## src/rtl/ttx_pkg.sv

```systemverilog
package ttx_pkg;
  // Single-cycle rising edge from a level and its registered copy.
  function automatic logic edge_up(input logic cur, input logic prev);
    return cur & ~prev;
  endfunction

  // Full condition of a buffer whose occupancy is counted.
  function automatic logic at_limit(input int unsigned cnt, input int unsigned lim);
    return cnt == lim;
  endfunction
endpackage

```

## src/rtl/ttx_rate_gen.sv

```systemverilog
module ttx_rate_gen #(
  parameter int ACC_W = 12
) (
  input  logic             clk,
  input  logic             rst_n,
  input  logic             active,
  input  logic [ACC_W-1:0] rate_inc,
  output logic             req_q,
  output logic             req_rise
);
  import ttx_pkg::*;

  logic [ACC_W-1:0] acc;
  logic             req_d;
  logic [ACC_W:0]   sum;

  function automatic logic [ACC_W:0] acc_add(input logic [ACC_W-1:0] a,
                                             input logic [ACC_W-1:0] b);
    return {1'b0, a} + {1'b0, b};
  endfunction

  assign sum      = acc_add(acc, rate_inc);
  assign req_rise = edge_up(req_q, req_d);

  always_ff @(posedge clk or negedge rst_n) begin
    if (!rst_n) begin
      acc   <= '0;
      req_q <= 1'b0;
      req_d <= 1'b0;
    end else begin
      req_d <= req_q;
      if (active) begin
        acc   <= sum[ACC_W-1:0];
        req_q <= sum[ACC_W];
      end else begin
        acc   <= '0;
        req_q <= 1'b0;
      end
    end
  end
endmodule

```

## src/rtl/ttx_cap_dly.sv

```systemverilog
module ttx_cap_dly #(
  parameter int DLY_W = 4
) (
  input  logic             clk,
  input  logic             rst_n,
  input  logic             req_rise,
  input  logic [DLY_W-1:0] in_dly,
  output logic             cap_fire
);
  localparam int SPAN = 1 << DLY_W;

  logic [SPAN-2:0] hist;
  logic [SPAN-1:0] taps;

  assign taps     = {hist, req_rise};
  assign cap_fire = taps[in_dly];

  always_ff @(posedge clk or negedge rst_n) begin
    if (!rst_n) hist <= '0;
    else        hist <= taps[SPAN-2:0];
  end
endmodule

```

## src/rtl/ttx_bit_fifo.sv

```systemverilog
module ttx_bit_fifo #(
  parameter int DEPTH = 8
) (
  input  logic                     clk,
  input  logic                     rst_n,
  input  logic                     push,
  input  logic                     din,
  input  logic                     rd_en,
  output logic                     pop,
  output logic                     dout,
  output logic                     nonempty,
  output logic [$clog2(DEPTH):0]   cnt,
  output logic                     ovf
);
  import ttx_pkg::*;
  localparam int AW = $clog2(DEPTH);

  logic [DEPTH-1:0] mem;
  logic [AW-1:0]    wptr, rptr;
  logic             full, wr, lost;

  function automatic logic [AW-1:0] ptr_next(input logic [AW-1:0] p);
    return (p == AW'(DEPTH - 1)) ? '0 : p + 1'b1;
  endfunction

  assign nonempty = (cnt != '0);
  assign full     = at_limit(int'(cnt), DEPTH);
  assign pop      = rd_en & nonempty;
  assign wr       = push & (~full | pop);
  assign lost     = push & full & ~pop;
  assign dout     = mem[rptr];

  always_ff @(posedge clk or negedge rst_n) begin
    if (!rst_n) begin
      mem  <= '0;
      wptr <= '0;
      rptr <= '0;
      cnt  <= '0;
      ovf  <= 1'b0;
    end else begin
      if (wr) begin
        mem[wptr] <= din;
        wptr      <= ptr_next(wptr);
      end
      if (pop) rptr <= ptr_next(rptr);
      if (wr && !pop)      cnt <= cnt + 1'b1;
      else if (pop && !wr) cnt <= cnt - 1'b1;
      if (lost) ovf <= 1'b1;
    end
  end
endmodule

```

## src/rtl/ttx_bit_pull.sv

```systemverilog
module ttx_bit_pull #(
  parameter int ACC_W      = 12,
  parameter int DLY_W      = 4,
  parameter int FIFO_DEPTH = 8
) (
  input  logic                          clk,
  input  logic                          rst_n,
  input  logic                          win_mode,
  input  logic                          line_en,
  input  logic [ACC_W-1:0]              rate_inc,
  input  logic [DLY_W-1:0]              in_dly,
  input  logic                          ttx_in,
  input  logic                          rd_en,
  output logic                          bit_req,
  output logic                          rd_valid,
  output logic                          rd_bit,
  output logic [$clog2(FIFO_DEPTH):0]   fill,
  output logic                          ovf
);
  // Named internal events, exposed for the checker.
  logic active;
  logic req_rise;
  logic cap_fire;
  logic pop;

  assign active = line_en & ~win_mode;

  ttx_rate_gen #(.ACC_W(ACC_W)) u_rate (
    .clk(clk), .rst_n(rst_n), .active(active), .rate_inc(rate_inc),
    .req_q(bit_req), .req_rise(req_rise)
  );

  ttx_cap_dly #(.DLY_W(DLY_W)) u_dly (
    .clk(clk), .rst_n(rst_n), .req_rise(req_rise), .in_dly(in_dly),
    .cap_fire(cap_fire)
  );

  ttx_bit_fifo #(.DEPTH(FIFO_DEPTH)) u_fifo (
    .clk(clk), .rst_n(rst_n), .push(cap_fire), .din(ttx_in), .rd_en(rd_en),
    .pop(pop), .dout(rd_bit), .nonempty(rd_valid), .cnt(fill), .ovf(ovf)
  );
endmodule

```

## config.mk

```make
export PLATFORM = sky130hd
export DESIGN_NAME = ttx_bit_pull
export DESIGN_NICKNAME = d
export VERILOG_FILES = /design/src/rtl/ttx_pkg.sv /design/src/rtl/ttx_rate_gen.sv /design/src/rtl/ttx_cap_dly.sv /design/src/rtl/ttx_bit_fifo.sv /design/src/rtl/ttx_bit_pull.sv
export SDC_FILE = /design/constraint.sdc
export NUM_CORES = 1
export LEC_CHECK = 0
export ABC_AREA = 0
export BUFFER_PORTS_ARGS = -buffer_cell sky130_fd_sc_hd__buf_2
export CAP_MARGIN = 15
export CORE_ASPECT_RATIO = 0.75
export CORE_UTILIZATION = 45
export CTS_CLUSTER_SIZE = 12
export DETAILED_ROUTE_END_ITERATION = 10
export GPL_TIMING_DRIVEN = 0
export SYNTH_ARGS = -nofsm -noshare
export SYNTH_HDL_FRONTEND = slang
export SYNTH_SLANG_ARGS = --single-unit
```

## constraint.sdc

```tcl
create_clock -name clk -period 3.5 [get_ports clk]
set_input_delay 0.35 -clock clk [delete_from_list [all_inputs] [get_ports clk]]
set_output_delay 0.35 -clock clk [all_outputs]
set_load 0.01 [all_outputs]
```

==> summary.md, run 1 <==
| Metric | Value |
|---|---|
| Core Area | `5350 sq um` |
| GRT Util Overall | `0.171` |
| Setup WS pre-CTS | `327 ps` |
| Sw Share | `0.326` |
| R2R Setup Slk | `510 ps` |
| Design Area, Final | `2860 sq um` |
| Post-synth top area share | `0.478` |
| Clock Path Buffers | `2` |
| Gpl congestion | `0.753` |
| Ys async rst share | `1.00` |
| Clock Latency Late Sink | `300 ps` |
| Vias per cell | `5.01` |
| Period utilisation layout | `0.855` |
| Synthesized area per cell | `12.8 sq um` |
| Num ports | `30` |
| Share of layout cells above drive strength 1 | `0.298` |
| Die Span Y | `66.7 um` |
| CTS tree | `yes` |
| Layout Cells excl Fill | `310` |
| Power Internal | `1.17 mW` |
| Largest net degree at the start of global routing | `49` |
| Vias in the first global route | `1560` |
| Worst setup EP type | `flip-flop` |
| R2r startpoint | `u_rate.req_q$_DFF_PN0_` |
| Placed cell areas | `2750 sq um` |
| Setup tns final | `0 ps` |
| Post-CTS sizing | `0` |
| Main combinational cell family by area after synthesis | `multiplexers` |
| # rows | `23` |
| Crit path kind | `reg -> reg` |
| Syn_nets | `240` |
| Setup Viol. Count Final | `0` |
| DR WL/cell | `13.3 um` |
| Synthesized area | `2510 sq um` |
| RSZ-0062 raised after global routing | `false` |
| Clock Power Share | `0.180` |
| TritonCTS buffer count | `5` |
| Cts hold-fix bufs | `0` |
| Share of power burned in registers | `0.454` |
| Die area | `5890 sq um` |
| Vias | `1553` |
| Most frequent cells in the layout | `dfrtp_1, buf_2, ha_1, nor2_1, mux2_2` |
| Layout area overhead | `13.9%` |
| Synth top area cells | `dfrtp_1, ha_1, mux2_2, mux4_1, xor2_1` |
| Final min period | `2990 ps` |
| Synth warn | `0` |
| Post-Synth Adder-Cell Area | `0.111` |
| Post-synthesis mux area share | `0.132` |
| Final WS setup | `506 ps` |
| Fmax | `334 MHz` |
| FF+latch count, synth | `48` |
| GRT overflow | `0` |
| Initial DRT Pass Iterations | `4` |
| Worst Skew | `2.98 ps` |
| First-pass GRT wire length | `7400 um` |
| Post-synth EDFFs | `0` |
| Initial DRC Count | `53` |
| Post-synthesis cell count | `197` |
| Root Buffer | `clkbuf_8` |
| Starting density of the core | `0.470` |
| Sw Pwr | `564 uW` |
| Most common cell after layout, fill and taps aside | `dfrtp_1` |
| Startpoint Class | `flip-flop` |
| Hold Path End | `u_dly.hist[5]$_DFF_PN0_` |
| Post-Synth Simple-Gate Area | `0.126` |
| Critical R2R Capture | `u_fifo.cnt[3]$_DFFE_PN0P_` |
| H-tree Lvls | `2` |
| Post-route ant nets | `0` |
| XOR/XNOR Fraction of Synth Area | `0.0383` |
| Measured slew at the worst slew-check pin | `536 ps` |
| PD cells | `604 nW/um^2` |
| Worst path arrival time | `3180 ps` |
| Leak | `1.41 nW` |
| Die width | `88.3 um` |
| HP Start | `u_dly.hist[4]$_DFF_PN0_` |
| Buffers on Ports | `29` |
| Comb power frac | `0.366` |
| Clock slew seen by the registers of the worst setup and hold paths | `80 ps` |
| Drt drc | `0` |
| Compound-Gate Fraction of Synth Area | `0.0851` |
| Sequential share of the synthesized area | `0.478` |
| Max-slew violations | `0` |
| CP Max Fanout | `10` |
| Synth Flop Type | `dfrtp_1` |
| Post-Route WL | `4120 um` |
| Clk sinks | `48` |
| Final Hold Viols | `0` |
| Postcts setup bufs | `0` |
| Yosys top cell by area | `dfrtp_1` |
| Worst hold path class | `reg -> reg` |
| Placed cell count | `301` |
| MaxCap Viol Count | `0` |
| HPWL Detailed | `2990 um` |
| Initial antenna violation count | `0` |
| Synth unique cells | `45` |
| Antenna cells | `0` |
| Maximum VDD drop | `0.218 mV` |
| Status | `finished, final reports clean` |
| R2r worst-path depth | `14` |
| Rel. slew slack | `0.639` |
| Layout net count | `278` |
| Fill cells | `486` |
| WP data required | `3690 ps` |
| Hold Path Cell Cnt | `0` |
power by group through the flow:
stage / registers, mW / clock network [mW] / logic [mW]
after global routing: 0.809 / 0.351 / 0.731
final: 0.785 / 0.312 / 0.633
after floorplan: 0.784 / 0 / 0.482
after detailed placement: 0.798 / 0 / 0.635
after CTS: 0.788 / 0.335 / 0.638
after global placement: 0.794 / 0 / 0.622
worst max-delay path, stage by stage (launching register included):
cell and delay, ps:
dfrtp_1 400, nor2b_1 150, mux4_1 480, mux2i_1 220
a211o_4 230, buf_12 140, inv_1 50, ha_1 190
inv_1 110, ha_1 240, a21o_1 170, a21oi_1 170
xnor2_1 130, nor2_1 60, xor2_1 140
cells in the mapped netlist (2+ instances only):
cell       n
xnor2_1    4
nand2_1    9
a21o_1     6
ha_1      19
nor2b_1    3
nand2b_1   4
mux4_2     2
a21oi_1    8
nor3_1     4
dfrtp_1   48
nor2_2     3
inv_1      9
nor4b_2    3
o21ai_0    6
o211ai_1   2
xor2_1     7
buf_2      2
fa_1       2
mux2_4     4
nor2_1    13
a211oi_1   2
mux2_2    10
nand3_1    2
mux4_1     4
metrics by stage:
stage               power, mW  hold WS (ps)   util
floorplan                1.27          54.4      -
finish                   1.73           372  0.535
detailed placement       1.43           355  0.514
CTS                      1.76           267  0.529
global placement         1.42           349  0.514
global route             1.89           380  0.535
worst max-delay path by stage:
stage                                end  cells after the start  slack [ps]                    from
6_report       u_fifo.cnt[3]$_DFFE_PN0P_                     14         510  u_rate.req_q$_DFF_PN0_
5_1_grt        u_fifo.cnt[3]$_DFFE_PN0P_                     14         210  u_rate.req_q$_DFF_PN0_
4_1_cts        u_fifo.cnt[3]$_DFFE_PN0P_                     14         460  u_rate.req_q$_DFF_PN0_
3_5_place_dp   u_fifo.cnt[3]$_DFFE_PN0P_                     15         330               in_dly[1]
3_3_place_gp   u_fifo.cnt[3]$_DFFE_PN0P_                     15         340               in_dly[1]
2_1_floorplan  u_fifo.cnt[3]$_DFFE_PN0P_                     14         640  u_rate.req_q$_DFF_PN0_
kinds of logic (layout without fill, tap and decap cells):
family                   count (synthesis)  in the layout
AO/OA/AOI/OAI                           31             31
XOR/XNOR                                11             11
adder cells (fa/ha/maj)                 21             21
buffers and inverters                   14             52
flip-flops                              48             48
multiplexers                            21             21
AND/OR/NAND/NOR                         51             51
metal layers:
metal / wire, um / track usage
met5: 0 / 0
met4: 64 / 0.0786
met3: 132 / 0.0409
met2: 1650 / 0.233
met1: 2280 / 0.253
flip-flops by register name (all words and copies together) (netlist names):
signal,cells
u_dly.hist,15
u_fifo.cnt,4
u_fifo.mem,8
u_fifo.ovf,1
u_rate.req_d,1
u_fifo.rptr,3
u_fifo.wptr,3
u_rate.acc,12
u_rate.req_q,1
area by class of cell:
type	count	area (sq um)	share of cell area
Tap cell	75	93.8	0.0328
Clock buffer	5	68.8	0.0240
Buffer	5	41.3	0.0144
Multi-Input combinational cell	135	1240	0.432
Timing Repair Buffer	31	175	0.0612
Clock inverter	2	12.5	0.00437
Inverter	9	33.8	0.0118
Sequential cell	48	1200	0.419
(Power assumes the default switching activity.)
==> run 2, diff against run 1 <==
Clock period 3.5 ns to 3.77 ns, I/O delays scaled along.
==> run 2 against run 1 <==
The run now ends with hold timing left. Global-route usage unchanged. Core utilization decreased by 0.19 points. Sequential power down 7.1%. Sequential share of layout area grew 0.15 points. Wire length barely moved. Clock power down 7.1%. Critical path depth unchanged. Cell count decreased by 0.32%. Register-to-register slack improved by 270 ps. Non-clock buffer count is 1 lower. Die area stayed put. Largest cell class unchanged.
==> summary.md, run 2 (synthesis gave the netlist of run 1 again) <==
| Metric | Value |
|---|---|
| Family with the most delay on the worst path | `multiplexers` |
| Postcts setup bufs | `0 (unchanged)` |
| Cts hold-fix bufs | `0 (unchanged)` |
| Period utilisation layout | `0.794 (-0.0613)` |
| Max-slew violations | `0 (unchanged)` |
| Share of layout cells above drive strength 1 | `0.299 (+0.00127)` |
| Top reg by flops | `u_dly.hist` |
| Root Buffer | `clkbuf_8` |
| H-tree Lvls | `2 (unchanged)` |
| Final WS setup | `776 ps (+270 ps)` |
| Fmax | `334 MHz (unchanged)` |
| Tot Pwr | `1.61 mW (-7.2%)` |
| GRT Util Overall | `0.171 (unchanged)` |
| CP Max Fanout | `10 (unchanged)` |
| CP max stage delay | `480 ps (about the same)` |
| Die Span Y | `66.7 um (unchanged)` |
| RSZ-0062 raised after global routing | `false` |
| Initial antenna violation count | `0 (unchanged)` |
| Most common cell after layout, fill and taps aside | `dfrtp_1` |
| WP data required | `3960 ps (+270 ps)` |
| Die width | `88.3 um (unchanged)` |
| Final min period | `2990 ps (unchanged)` |
| Vias in the first global route | `1560 (unchanged)` |
| Drt drc | `0 (unchanged)` |
| Maximum VDD drop | `0.202 mV (-7.2%)` |
| CP Cell Sequence | `nor2b_1 -> mux4_1 -> mux2i_1 -> a211o_4 -> buf_12 -> inv_1 -> ha_1 -> inv_1 -> ha_1 -> a21o_1 -> a21oi_1 -> xnor2_1 -> nor2_1 -> xor2_1` |
| CTS tree | `yes` |
| Gpl congestion | `0.753 (unchanged)` |
| Status | `complete, but fails checks` |
| Vias per cell | `5.01 (about the same)` |
| Post-Route WL | `4120 um (about the same)` |
| Worst Skew | `2.98 ps (unchanged)` |
| MaxCap Viol Count | `0 (unchanged)` |
| Sw Pwr | `524 uW (-7.2%)` |
| Buffers on Ports | `29 (unchanged)` |
| Num ports | `30 (unchanged)` |
| Layout area overhead | `13.5%` |
| Antenna cells | `0 (unchanged)` |
| Critical path's slowest cell | `mux4_1` |
| Post-route ant nets | `0 (unchanged)` |
| Worst path arrival time | `3180 ps (about the same)` |
| First-pass GRT wire length | `7400 um (unchanged)` |
| GRT overflow | `0 (unchanged)` |
| Hold slack | `-2.75 ps (-375 ps)` |
| Final Util | `0.533 (-0.00187)` |
| Clock slew seen by the registers of the worst setup and hold paths | `80 ps (about the same)` |
| Setup WS pre-CTS | `570 ps (+243 ps)` |
| Power Internal | `1.08 mW (-7.2%)` |
| Largest register FFs | `15 (unchanged)` |
| Clock Path Buffers | `2 (unchanged)` |
| Largest registers | `u_dly.hist x15, u_rate.acc x12, u_fifo.mem x8` |
| Measured slew at the worst slew-check pin | `536 ps (unchanged)` |
| Initial DRC Count | `49 (-7.5%)` |
| Vias | `1549 (-0.26%)` |
| Largest net degree at the start of global routing | `49 (unchanged)` |
| Worst setup EP type | `flip-flop` |
| Rel. slew slack | `0.639 (unchanged)` |
| Clk sinks | `48 (unchanged)` |
| Violations in the final reports | `hold timing` |
| Seq. cell area | `1200 sq um (unchanged)` |
| Crit path buf inv count | `3 (unchanged)` |
| Setup Viol. Count Final | `0 (unchanged)` |
| Core Area | `5350 sq um (unchanged)` |
| HPWL Detailed | `2990 um (unchanged)` |
| Leak | `1.41 nW (-0.30%)` |
| Initial DRT Pass Iterations | `4 (unchanged)` |
| TritonCTS buffer count | `5 (unchanged)` |
| Fill cells | `484 (-0.41%)` |
| Starting density of the core | `0.470 (unchanged)` |
| Worst hold path class | `in -> async` |
| Comb power frac | `0.366 (about the same)` |
| Setup tns final | `0 ps (unchanged)` |
| Multi-input logic area | `1240 sq um (unchanged)` |
| Sw Share | `0.326 (about the same)` |
| Clock Power Share | `0.181 (about the same)` |
| Post-CTS sizing | `0 (unchanged)` |
| Die area | `5890 sq um (unchanged)` |
| Most frequent cells in the layout | `dfrtp_1, buf_2, ha_1, nor2_1, mux2_2` |
| # rows | `23 (unchanged)` |
| Crit path kind | `reg -> reg` |
| PD cells | `563 nW/um^2 (-6.9%)` |
| Startpoint Class | `flip-flop` |
| Final Hold Viols | `4 (+4)` |
| Layout net count | `277 (-0.36%)` |
| Share of power burned in registers | `0.454 (about the same)` |
| Clock Latency Late Sink | `300 ps (about the same)` |
| DR WL/cell | `13.3 um (+0.25%)` |
==> run 2: area by class of cell <==
| type | instances | share of cell area |
|---|---|---|
| tap | 75 | 0.0329 |
| clock inverter | 2 | 0.00438 |
| inverter | 9 | 0.0118 |
| clock buffer | 5 | 0.0241 |
| buffer | 5 | 0.0145 |
| multi-input combinational | 135 | 0.434 |
| timing repair buffer | 30 | 0.0579 |
| sequential | 48 | 0.421 |
==> run 2: worst register-to-register path, stage by stage, from the launching register on <==
cell,delay (ps)
dfrtp_1,400
nor2b_1,150
mux4_1,480
mux2i_1,220
a211o_4,230
buf_12,150
inv_1,50
ha_1,190
inv_1,110
ha_1,240
a21o_1,170
a21oi_1,170
xnor2_1,130
nor2_1,60
xor2_1,140
==> run 2: worst paths after layout <==
kind	start	end	slack (ps)	cells past startpoint
min in group clk	u_dly.hist[4]$_DFF_PN0_	u_dly.hist[5]$_DFF_PN0_	370	0
max reg2reg	u_rate.req_q$_DFF_PN0_	u_fifo.cnt[3]$_DFFE_PN0P_	780	14
max in group asynchronous	rst_n	u_dly.hist[8]$_DFF_PN0_	3280	2
min reg2reg	u_dly.hist[4]$_DFF_PN0_	u_dly.hist[5]$_DFF_PN0_	370	0
max	u_rate.req_q$_DFF_PN0_	u_fifo.cnt[3]$_DFFE_PN0P_	780	14
min	rst_n	u_fifo.cnt[1]$_DFFE_PN0P_	-3	1
==> run 2: stage by stage <==
| step | cells | hold slack [ps] | area, sq um |
|---|---|---|---|
| final | 309 | -2.75 | 2850 |
| after global routing | 309 | 7.24 | 2850 |
| after CTS | 308 | 294 | 2830 |
| after detailed placement | 301 | 355 | 2750 |
| after global placement | 301 | 349 | 2750 |
| after floorplan | 197 | 81.4 | 2510 |
==> run 2: power by group through the flow <==
stage | registers [mW] | logic, mW | clock network (mW)
after global placement | 0.737 | 0.578 | 0
after detailed placement | 0.741 | 0.589 | 0
final | 0.729 | 0.587 | 0.290
after CTS | 0.732 | 0.592 | 0.311
after global routing | 0.751 | 0.677 | 0.326
after floorplan | 0.727 | 0.447 | 0
==> run 2: layer usage <==
layer,track usage,up-vias,part of all wire
li1,-,782,-
met1,0.253,739,0.55
met2,0.233,22,0.40
met3,0.0409,6,0.032
met4,0.0786,0,0.016
met5,0,-,0
==> run 3, diff against run 2 <==
Settings changed: ABC_AREA 0 to 1, PLACE_DENSITY from default to 0.66.
Clock period 3.77 ns to 2.6 ns, I/O delays scaled along.
==> run 3 against run 2 <==
Largest cell class unchanged. Total power is 58% higher. Wire length is 31% higher. Core utilization rose by 0.95 points. Synthesized area is 8.7% higher. Highest routed layer unchanged. The flow now finishes without violations. Sequential share of layout area decreased by 4.0 points. Hold slack improved by 270 ps. Critical endpoint unchanged. Non-clock buffer count up 4. Clock-buffer cell count increased by 2. Clock power rose by 47%.
==> summary.md, run 3 <==
| Metric | Value |
|---|---|
| Fill cells | `556 (+15%)` |
| Root Buffer | `clkbuf_8` |
| Design Area, Final | `3160 sq um (+11%)` |
| Fmax | `419 MHz (+25%)` |
| Die area | `6390 sq um (+8.4%)` |
| Synth warn | `0 (unchanged)` |
| Top reg by flops | `u_dly.hist` |
| Yosys top cell by area | `dfrtp_1` |
| PD cells | `802 nW/um^2 (+43%)` |
| Status | `finished, final reports clean` |
| Layout area overhead | `15.8%` |
| Most common cell after layout, fill and taps aside | `nand2_1` |
| Buffers on Ports | `27 (-6.9%)` |
| Clock slew seen by the registers of the worst setup and hold paths | `90 ps (about the same)` |
| GRT overflow | `0 (unchanged)` |
| Startpoint Class | `flip-flop` |
| Initial DRC Count | `110 (+120%)` |
| Period utilisation layout | `0.918 (+0.123)` |
| GRT Max-Usage Layer | `met1` |
| Die width | `92.0 um (+4.1%)` |
| Met3 layer usage reported by global route | `0.0362 (-0.00471)` |
| Synth top area cells | `dfrtp_1, nand2_1, ha_1, nor2_1, inv_1` |
| Rel. slew slack | `0.608 (-0.0309)` |
| Top-count cell post-synth | `nand2_1` |
| First-pass GRT wire length | `9650 um (+30%)` |
| Post-synth EDFFs | `0 (unchanged)` |
| Met1 GRT Util | `0.293 (+0.0398)` |
| Post-route ant nets | `0 (unchanged)` |
| Clk sinks | `48 (unchanged)` |
| Clock Power Share | `0.168 (-0.013)` |
| Measured slew at the worst slew-check pin | `585 ps (+49.1 ps)` |
| Share of power burned in registers | `0.423 (-0.031)` |
| Max-slew violations | `0 (unchanged)` |
| Vias | `2157 (+39%)` |
| Grt met2 use | `0.277 (+0.0443)` |
| CTS tree | `yes` |
| R2r worst-path depth | `16 (+2)` |
| Layout net count | `393 (+42%)` |
| WP data required | `2770 ps (-1190 ps)` |
| Worst hold path class | `in -> reg` |
| Post-synthesis cell count | `307 (+56%)` |
| Tot Pwr | `2.54 mW (+58%)` |
| Core Area | `5830 sq um (+8.8%)` |
| Largest register FFs | `15 (unchanged)` |
| Maximum VDD drop | `0.572 mV (+180%)` |
| Gpl congestion | `0.859 (+14%)` |
| DR WL/cell | `12.6 um (-5.5%)` |
| Comb power frac | `0.409 (+0.043)` |
| Setup tns final | `0 ps (unchanged)` |
| Clock Latency Late Sink | `300 ps (about the same)` |
| Largest registers | `u_dly.hist x15, u_rate.acc x12, u_fifo.mem x8` |
| Num ports | `30 (unchanged)` |
| Worst path arrival time | `2560 ps (-620 ps)` |
| GRT Util Overall | `0.189 (+0.0178)` |
| H-tree Lvls | `2 (unchanged)` |
| Vias per cell | `5.03 (+0.30%)` |
| HPWL Detailed | `3980 um (+33%)` |
| CP Max Fanout | `10 (unchanged)` |
| Power Internal | `1.57 mW (+45%)` |
| Initial antenna violation count | `0 (unchanged)` |
| Syn_nets | `350 (+46%)` |
| Crit path kind | `reg -> reg` |
| Sw Share | `0.381 (+0.0549)` |
| Synth Flop Type | `dfrtp_1` |
| Die Span Y | `69.5 um (+4.1%)` |
| MaxCap Viol Count | `0 (unchanged)` |
| Synthesized area | `2730 sq um (+8.7%)` |
| Placed cell areas | `2970 sq um (+7.7%)` |
| Most frequent cells in the layout | `nand2_1, dfrtp_1, nor2_1, inv_1, buf_2` |
| Commonest cells in the netlist | `nand2_1, dfrtp_1, nor2_1` |
| TritonCTS buffer count | `5 (unchanged)` |
| R2R Setup Slk | `210 ps (-560 ps)` |
| # rows | `24 (+4.3%)` |
| Leak | `1.60 nW (+14%)` |
| FF+latch count, synth | `48 (unchanged)` |
| Vias in the first global route | `2066 (+32%)` |
| Synth unique cells | `34 (-24%)` |
| Drt drc | `0 (unchanged)` |
| Share of layout cells above drive strength 1 | `0.208 (-0.0912)` |
| Post-synth top area share | `0.440 (-0.0381)` |
| Sw Pwr | `967 uW (+85%)` |
| Sequential share of the synthesized area | `0.440 (-0.0381)` |
| Largest net degree at the start of global routing | `49 (unchanged)` |
| Setup Viol. Count Final | `0 (unchanged)` |
| Clock Path Buffers | `2 (unchanged)` |
| Post-Route WL | `5400 um (+31%)` |
| Worst Skew | `16.3 ps (+13.3 ps)` |
| Initial DRT Pass Iterations | `4 (unchanged)` |
| Final Hold Viols | `0 (-4)` |
| Starting density of the core | `0.469 (-0.000754)` |
| Worst setup EP type | `flip-flop` |
| Final min period | `2390 ps (-608 ps)` |
| Antenna cells | `0 (unchanged)` |
| Hold Path Cell Cnt | `3` |
| Synthesized area per cell | `8.90 sq um (-30%)` |
| Ys async rst share | `1.00 (unchanged)` |
## run 3: final cells by class
cell class | instances | area, sq um | share of cell area
Timing Repair Buffer | 36 | 218 | 0.0689
Clock inverter | 1 | 5.00 | 0.00158
Multi-Input combinational cell | 224 | 1400 | 0.441
Clock buffer | 7 | 76.3 | 0.0241
Inverter | 32 | 128 | 0.0404
Tap cell | 78 | 97.6 | 0.0309
Sequential cell | 48 | 1200 | 0.381
Buffer | 3 | 38.8 | 0.0123
## run 3: layer usage
metal	part of all wire	wire, um
met5	0	0
met4	0.0054	29
met3	0.039	208
met2	0.42	2260
met1	0.54	2900
## run 3: critical path: stages (launching register included)
cell	delay, ps
dfrtp_2	430
nor2_4	140
nand3_4	100
nand2_4	90
nand4_4	110
inv_4	110
nor2_8	40
buf_12	140
ha_4	160
inv_2	70
ha_1	220
a21o_1	180
a21oi_2	130
nor2_1	50
nor2_1	80
nand2_1	60
xor2_1	130
## run 3: path summary, 6_finish.rpt
| kind | startpoint | endpoint |
|---|---|---|
| setup / recovery | u_fifo.cnt[0]$_DFFE_PN0P_ | u_fifo.cnt[3]$_DFFE_PN0P_ |
| hold / removal | ttx_in | u_fifo.mem[4]$_DFFE_PN0P_ |
| setup reg to reg | u_fifo.cnt[0]$_DFFE_PN0P_ | u_fifo.cnt[3]$_DFFE_PN0P_ |
| hold reg to reg | u_dly.hist[0]$_DFF_PN0_ | u_dly.hist[1]$_DFF_PN0_ |
| max in group asynchronous | rst_n | u_fifo.mem[2]$_DFFE_PN0P_ |
| min in group asynchronous | rst_n | u_dly.hist[11]$_DFF_PN0_ |
## run 3: what timing repair did
item	CTS	global route
gates resized for setup	3	6
hold buffers	0	1
setup buffers	4	3
setup endpoints to repair	1	1
hold endpoints to repair	0	8
pin swaps	1	3
## run 3: power by group through the flow
stage	clock [mW]	sequential [mW]	combinational, mW
after floorplan	0	1.07	0.699
after global placement	0	1.10	0.901
after detailed placement	0	1.10	0.937
after CTS	0.440	1.07	1.00
after global routing	0.477	1.10	1.19
final	0.425	1.07	1.04
## run 3: kinds of logic (layout without fill, tap and decap cells)
| kind of cell | after synthesis | count (layout) | share of synthesized area |
|---|---|---|---|
| buf+inv | 35 | 79 | 0.0600 |
| fa+ha+maj | 21 | 21 | 0.102 |
| flops | 48 | 48 | 0.440 |
| mux | 3 | 3 | 0.0124 |
| xor+xnor | 7 | 7 | 0.0224 |
| compound gates | 38 | 38 | 0.0815 |
| simple gates | 155 | 155 | 0.282 |
## run 3: metrics by stage
stage / hold WS [ps] / setup slack, ps / util / std cells
floorplan: -35.6 / 0.995 / - / 307
global placement: 360 / -127 / 0.509 / 412
detailed placement: 361 / -174 / 0.509 / 412
CTS: 198 / 31.1 / 0.529 / 424
global route: 270 / -0.336 / 0.543 / 429
finish: 271 / 214 / 0.543 / 429
